--- src/rtl/vnarrow_pkg.sv ---
package vnarrow_pkg;
    parameter int VEC_W      = 128;
    parameter int GROUP_W    = 64;
    parameter int NUM_GROUPS = VEC_W / GROUP_W;
    parameter int NARROW_W   = VEC_W / 2;
    parameter int GROUP_NW   = GROUP_W / 2;
    parameter int MIN_WIDE   = 16;
    parameter int NUM_SIZES  = 3;

    typedef struct packed {
        logic             valid;
        logic             illegal;
        logic [VEC_W-1:0] dst;
    } out_state_t;
endpackage

--- src/rtl/vnarrow_lane.sv ---
module vnarrow_lane #(
    parameter int WIDE_W = 16
) (
    input  logic [WIDE_W-1:0]   a_i,
    input  logic [WIDE_W-1:0]   b_i,
    input  logic                sub_i,
    input  logic                rnd_i,
    output logic [WIDE_W/2-1:0] hi_o
);
    localparam int HALF_W = WIDE_W / 2;
    localparam logic [WIDE_W-1:0] RND_K = {{(WIDE_W-1){1'b0}}, 1'b1} << (HALF_W - 1);

    logic [WIDE_W-1:0] raw;
    logic [WIDE_W-1:0] rounded;

    always_comb begin
        raw     = sub_i ? (a_i - b_i) : (a_i + b_i);
        rounded = raw + (rnd_i ? RND_K : '0);
        hi_o    = rounded[WIDE_W-1:HALF_W];
    end
endmodule

--- src/rtl/vnarrow_group.sv ---
module vnarrow_group
    import vnarrow_pkg::*;
(
    input  logic [GROUP_W-1:0]  a_i,
    input  logic [GROUP_W-1:0]  b_i,
    input  logic                sub_i,
    input  logic                rnd_i,
    input  logic [1:0]          size_i,
    output logic [GROUP_NW-1:0] narrow_o
);
    logic [NUM_SIZES-1:0][GROUP_NW-1:0] cand;

    for (genvar sz = 0; sz < NUM_SIZES; sz++) begin : g_size
        localparam int W     = MIN_WIDE << sz;
        localparam int HW    = W / 2;
        localparam int LANES = GROUP_W / W;
        for (genvar ln = 0; ln < LANES; ln++) begin : g_lane
            vnarrow_lane #(.WIDE_W(W)) u_lane (
                .a_i   (a_i[ln*W +: W]),
                .b_i   (b_i[ln*W +: W]),
                .sub_i (sub_i),
                .rnd_i (rnd_i),
                .hi_o  (cand[sz][ln*HW +: HW])
            );
        end
    end

    always_comb begin
        narrow_o = '0;
        for (int s = 0; s < NUM_SIZES; s++) begin
            if (size_i == 2'(s)) narrow_o = cand[s];
        end
    end
endmodule

--- src/rtl/vnarrow_merge.sv ---
module vnarrow_merge
    import vnarrow_pkg::*;
(
    input  logic [NARROW_W-1:0] narrow_i,
    input  logic [VEC_W-1:0]    dst_old_i,
    input  logic                upper_i,
    input  logic                illegal_i,
    output logic [VEC_W-1:0]    dst_o
);
    localparam int KEEP_W = VEC_W - NARROW_W;

    always_comb begin
        if (illegal_i) begin
            dst_o = dst_old_i;
        end else if (upper_i) begin
            dst_o = {narrow_i, dst_old_i[KEEP_W-1:0]};
        end else begin
            dst_o = {{KEEP_W{1'b0}}, narrow_i};
        end
    end
endmodule

--- src/rtl/vnarrow_hadd.sv ---
module vnarrow_hadd
    import vnarrow_pkg::*;
(
    input  logic             clk,
    input  logic             rst,
    input  logic             in_valid,
    input  logic [VEC_W-1:0] op_a,
    input  logic [VEC_W-1:0] op_b,
    input  logic [VEC_W-1:0] dst_old,
    input  logic             op_sub,
    input  logic             round_en,
    input  logic [1:0]       size_code,
    input  logic             upper_sel,
    output logic             out_valid,
    output logic [VEC_W-1:0] dst_new,
    output logic             illegal
);
    logic [NARROW_W-1:0] narrowed;
    logic [VEC_W-1:0]    merged;
    logic                bad_size;
    out_state_t          st_d, st_q;

    assign bad_size = (int'(size_code) >= NUM_SIZES);

    for (genvar g = 0; g < NUM_GROUPS; g++) begin : g_grp
        vnarrow_group u_grp (
            .a_i      (op_a[g*GROUP_W +: GROUP_W]),
            .b_i      (op_b[g*GROUP_W +: GROUP_W]),
            .sub_i    (op_sub),
            .rnd_i    (round_en),
            .size_i   (size_code),
            .narrow_o (narrowed[g*GROUP_NW +: GROUP_NW])
        );
    end

    vnarrow_merge u_merge (
        .narrow_i  (narrowed),
        .dst_old_i (dst_old),
        .upper_i   (upper_sel),
        .illegal_i (bad_size),
        .dst_o     (merged)
    );

    always_comb begin
        st_d       = st_q;
        st_d.valid = in_valid;
        if (in_valid) begin
            st_d.illegal = bad_size;
            st_d.dst     = merged;
        end
    end

    always_ff @(posedge clk) begin
        if (rst) st_q <= '0;
        else     st_q <= st_d;
    end

    assign out_valid = st_q.valid;
    assign dst_new   = st_q.dst;
    assign illegal   = st_q.illegal;
endmodule

--- config.mk ---
export PLATFORM = sky130hd
export DESIGN_NAME = vnarrow_hadd
export DESIGN_NICKNAME = d
export VERILOG_FILES = /design/src/rtl/vnarrow_pkg.sv /design/src/rtl/vnarrow_lane.sv /design/src/rtl/vnarrow_group.sv /design/src/rtl/vnarrow_merge.sv /design/src/rtl/vnarrow_hadd.sv
export SDC_FILE = /design/constraint.sdc
export NUM_CORES = 1
export LEC_CHECK = 0
export ABC_AREA = 1
export BUFFER_PORTS_ARGS = -buffer_cell sky130_fd_sc_hd__buf_4
export CAP_MARGIN = 30
export CELL_PAD_IN_SITES_DETAIL_PLACEMENT = 1
export CELL_PAD_IN_SITES_GLOBAL_PLACEMENT = 2
export CORE_ASPECT_RATIO = 1.1
export CORE_MARGIN = 2
export CORE_UTILIZATION = 31
export DETAILED_ROUTE_END_ITERATION = 12
export MAX_ROUTING_LAYER = met4
export PLACE_DENSITY = 0.87
export RECOVER_POWER = 25
export REMOVE_ABC_BUFFERS = 1
export SYNTH_ARGS = -nofsm -noshare
export SYNTH_HDL_FRONTEND = slang
export SYNTH_SLANG_ARGS = --single-unit
export TNS_END_PERCENT = 30
--- constraint.sdc ---
create_clock -name clk -period 12.34 [get_ports clk]
set_input_delay 1.234 -clock clk [delete_from_list [all_inputs] [get_ports clk]]
set_output_delay 1.234 -clock clk [all_outputs]
set_load 0.01 [all_outputs]
Yosys cells after proc, flatten, opt, wreduce, memory -nomap -nowiden
Index checks and enable logic that the tools add are counted.
Storage, ports and cells
  register bits after elaboration: 130
  input port bits: 392
Operators by class
  multiplexer cells: 25
  reduce and logical (&&, ||, !) cells: 1
  $lt $le $gt $ge: 1
  add/subtract/negate cells: 42
  equal/unequal tests: 2
Operators with widths (count)
  two-way mux 32 bit: 11
  two-way mux 128 bit: 2
  adder 16 bit: 15
  adder 32 bit: 7
  adder 64 bit: 3
  two-way mux 16 bit: 9
  two-way mux 64 bit: 2
  subtractor 16 bit: 8
  subtractor 32 bit: 4
  subtractor 64 bit: 2
  adder 64 x 32 -> 64 bit: 1
  adder 32 x 16 -> 32 bit: 1
  adder 16 x 8 -> 16 bit: 1
  two-way mux 8 bit: 1
  == test 2 x 1 -> 1 bit (second input constant): 1
  == test 2 bit (second input constant): 1
  >= comparator 2 bit (second input constant): 1
  logical NOT 2 bit: 1

Longest topological paths before layout
  depth after elaboration: 8
  depth in mapped cells: 39
  mapped depth without buffers: 39

Hierarchy
From an unflattened synthesis, not the netlist that was laid out.
Second synthesis, totals
  cell total of the unflattened synthesis: 10840
  area total of the unflattened synthesis: 54048.1 sq um
By module, submodules not included
  vnarrow_lane (g_grp[0].u_grp.g_size[2].g_lane[0].u_lane ...): seq. area each 0.0 sq um, area each 9301.4 sq um, cells an instance 1951, instances 2
  vnarrow_lane (g_grp[0].u_grp.g_size[1].g_lane[0].u_lane ...): seq. area each 0.0 sq um, area each 3798.6 sq um, cells an instance 777, instances 4
  vnarrow_lane (g_grp[0].u_grp.g_size[0].g_lane[0].u_lane ...): seq. area each 0.0 sq um, area each 1547.7 sq um, cells an instance 318, instances 8
  vnarrow_hadd: seq. area each 2602.5 sq um, area each 4503.1 sq um, cells an instance 564, instances 1
  vnarrow_merge: seq. area each 0.0 sq um, area each 1801.7 sq um, cells an instance 426, instances 1
  vnarrow_group: seq. area each 0.0 sq um, area each 782.0 sq um, cells an instance 148, instances 2

Least setup slack after synthesis
Ideal clock, no wire load.
  path kind: input to register
  from: in op_sub
  to: reg st_q, in the netlist dst_new[19]
  data required time: 12.208 ns
  arrival: 5.443 ns
  buffers on the path: 6
  cell stages on the path: 31
  setup slack: 6.764 ns
  cells stage by stage: clkbuf_1 -> inv_1 -> clkbuf_1 -> clkbuf_1 -> clkbuf_1 -> clkbuf_1 -> clkbuf_1 -> nand2_1 -> xor2_1 -> ha_1 -> nand2_2 -> nor2_2 -> nand2_1 -> inv_1 -> nand2_1 -> clkinv_1 -> nand2_1 -> nand2_2 -> xor2_1 -> nand2_1 -> inv_1 -> ha_1 -> nand2_1 -> nor2_4 -> nand2_2 -> nor2_4 -> nand3_1 -> nand3_1 -> nand2_1 -> o21ai_0 -> a21oi_1
Between the ends
  longest elaborated chain between the ends: 7
  elaborated cells between the ends (all ways): 11
  those cells by class: add/sub (3); mux (8)
Ends and longest elaborated chain
  from (decl): line vnarrow_hadd.sv:10  | input logic op_sub,
  branches (longest 4 deep; another with adder 64 bit)
  two-way mux 32 bit *: line vnarrow_group.sv:31  | if (size_i == 2'(s)) narrow_o = cand[s];
  two-way mux 128 bit *: line vnarrow_merge.sv:15  | end else if (upper_i) begin
  two-way mux 128 bit *: line vnarrow_merge.sv:13  | if (illegal_i) begin
  to (signal assigned): line vnarrow_hadd.sv:55  | else st_q <= st_d;
  to (decl): line vnarrow_hadd.sv:21  | out_state_t st_d, st_q;
Mark *: on every way between the ends.
A chain may end at the register's enable or synchronous reset.

Worst setup path after layout
  from: in op_b[65]
  to: reg st_q, in the netlist dst_new[51]
Between the ends
  longest elaborated chain between the ends: 6
  elaborated cells between the ends (all ways): 7
  those cells by class: add/sub (3); mux (4)
Ends and longest elaborated chain
  from (decl): line vnarrow_hadd.sv:8  | input logic [VEC_W-1:0] op_b,
  adder 64 bit / subtractor 64 bit (equally long branches): line vnarrow_lane.sv:17  | raw = sub_i ? (a_i - b_i) : (a_i + b_i);
  two-way mux 64 bit *: line vnarrow_lane.sv:17
  adder 64 x 32 -> 64 bit *: line vnarrow_lane.sv:18  | rounded = raw + (rnd_i ? RND_K : '0);
  two-way mux 32 bit *: line vnarrow_group.sv:31
  two-way mux 128 bit *: line vnarrow_merge.sv:15
  two-way mux 128 bit *: line vnarrow_merge.sv:13
Mark *: on every way between the ends. The rest lies on a longest branch, timed or not.

==> run metrics <==
insertion delay to the later sink of the worst-skew pair=0.57 ns; post-synthesis cell area=36390 sq um; setup TNS=0 ns; final worst setup slack=4.678 ns; cts bufs inserted=17; Post-Layout Cell Count=9257; Worst-path clk slew=0.09 ns; endpoints failing setup=0; Synth cell types=54; post-synthesis mux area share=0.06189%; Die Area=around 120000 sq um; Seq/Total Area, Yosys=7.151%; Pwr Density=91.40 nW/um^2; Post-synth EDFFs=0; clock tree sinks=130; Synth top area share=a little over a quarter; Max-slew headroom=-70.25%; crit path max fanout=15; FFs w/ async S/R, synth=0%; Worst path slowest cell=a211oi_1; top layer in use=met4; Synth Area in XOR/XNOR=~8.5%; maximum clock path buffer count=2; post-cts sizing count=0; share of cells above drive strength 1=8.926%; Starting Density=between 30% and 40%; Yosys reg bits=130; Port Buffers=521; placed cell count=9217; Core Region=116200 sq um; vias in the first global route=between 40000 and 50000; global-route wire length before repair=294000 microns; Worst Path Required=12.76 ns; grt ovf=0; CP Capture Type=flop; unrepaired setup endpoints after global routing=false; post-DP HPWL=175900 microns; via count=roughly 47000; yosys warns=0; most frequent cells in the layout=2638 x nand2_1, 1277 x inv_1, 808 x nor2_1; max-slew violations=45; CP startpoint kind=primary input; crit share post-route=62.09%; pre-CTS WS=4.163 ns; htree depth=4; Routed wire per std cell=roughly 22 microns; Final GP Congestion=1.067; Layout Skew=0 ns; CTS tree=yes; clock period minus worst slack=7.662 ns; met3 routed WL=approximately 7600 microns; cell mode on critical path=nand2_1; Worst EP arrival=8.08 ns; post-route ant nets=0; Pwr Total=3.870 mW; total wire length=201500 microns; Pleak=~24 nW; largest net degree at the start of global routing=83; Post-CTS Hold Buffers=0; Rows=roughly 130; initial DRC count=2616; Setup Fix Bufs, Post-CTS=0; main area contributors after synthesis=nand2_1 27%, inv_1 13%, ha_1 9.0%, nor2_1 8.4%, dfxtp_1 7.2%; commonest non-fill, non-tap cell in the layout=nand2_1; Simple-Gate Fraction of Synth Area=48.72%; Die X=330.7 microns; critical path class=primary input to flop; DRT met1 WL=85260 microns; top_reg_cell synth=dfxtp_1; outcome=finished with violations; failing checks=capacitance limit, slew limit; Root Buffer=clkbuf_16; # DRC=0; Total Nets Final=8361; Final Util=36.43%; hold crit path type=flop to flop; met2 routed WL=98950 microns; largest family of logic cells by synthesized area=simple AND/OR/NAND/NOR gates; chip height=363.4 microns; IO Count=522; Synth Area in Compound Gates=11.82%; P&R area growth vs syn=16.34%; maximum VDD drop=approximately 0.11 mV; Slew @ Worst Pin=2.554 ns; Synth area leader=nand2_1; first-pass detailed-route iteration total=5; CP max stage delay=0.70 ns; cells after synthesis=7267; Overall Global Routing Usage=between 30 and 40%; fmax=130.5 MHz; Fin. Hold Viols=0; Vias/cell=5.110; initial antenna violation count=8; Max-Cap Viols=1; Syn Area/Cell=5.008 sq um; area share of fa/ha/maj cells after synthesis=a little under a tenth
## report_power, final
group	total, mW	switching [mW]	internal, mW	leakage, nW
clock network	0.599	0.294	0.305	0.288
logic	2.80	1.96	0.838	22.3
registers	0.475	0.0217	0.453	1.07
## worst max-delay path: cells and delay by family
| kind | cells | cell delay, ns |
|---|---|---|
| xor gates and xnor gates | 1 | 0.25 |
| AOI/OAI and AO/OA | 3 | 0.98 |
| buffers and inverters | 5 | 0.45 |
| and+or+nand+nor | 24 | 4.55 |
| adders and majority gates | 2 | 0.60 |
## layer usage
| metal | vias up | GRT usage (%) |
|---|---|---|
| met5 | - | - |
| met4 | 0 | 14.99 |
| met3 | 341 | 2.919 |
| met2 | 1149 | 58.85 |
| met1 | 22439 | 38.93 |
| li1 | 23374 | - |
## synthesized netlist by cell type (17+ instances only)
master    number
nand2_2       31
a21oi_1      402
o21ai_0      244
inv_2         19
xor2_1       291
xnor2_1       62
nor4_1        18
nand4_1       73
nand3_1      474
dfxtp_1      130
o21bai_1      18
nor2_4        17
o31ai_1       19
nand2_1     2638
or2_2         17
inv_1       1281
nor2_2        61
ha_1         262
nor3_1        93
a21o_1        18
nor2_1       812
a31oi_1       41
clkbuf_1     106
## cells by family after synthesis
logic type	count (synthesis)
AO/OA/AOI/OAI	796
XOR/XNOR	354
adder cells (fa/ha/maj)	262
buffers and inverters	1423
flip-flops	130
multiplexers	2
AND/OR/NAND/NOR	4300
## through the flow
step           hold WS [ns]  cell area (sq um)
2_1_floorplan        0.4839              35930
3_3_place_gp         0.4531              41950
3_5_place_dp         0.4590              41970
4_1_cts              0.4707              42560
5_1_grt              0.4889              42330
6_report             0.4678              42340
## final timing paths
check             slack, ns                 startpoint                         to  cells past startpoint
hold / removal         0.47   dst_new[12]$_SDFFE_PP0P_   dst_new[12]$_SDFFE_PP0P_                      2
setup / recovery       4.68                   op_b[65]   dst_new[51]$_SDFFE_PP0P_                     35
hold reg to reg        0.47   dst_new[12]$_SDFFE_PP0P_   dst_new[12]$_SDFFE_PP0P_                      2
setup reg to reg      11.42  dst_new[112]$_SDFFE_PP0P_  dst_new[112]$_SDFFE_PP0P_                      3
## registers in the layout (all words and copies together), names as in the netlist
signal / count
out_valid: 1
dst_new: 128
illegal: 1
## final cells by class
| class | count | area [sq um] |
|---|---|---|
| Clock inverter | 13 | 147.6 |
| Timing Repair Buffer | 541 | 3842 |
| Fill cell | 16698 | 73870 |
| Inverter | 1303 | 4900 |
| Clock buffer | 18 | 439.2 |
| Tap cell | 1529 | 1913 |
| Sequential cell | 130 | 2603 |
| Antenna cell | 9 | 22.52 |
| Multi-Input combinational cell | 5714 | 28470 |
No activity file was read; power rests on OpenSTA's default activity.
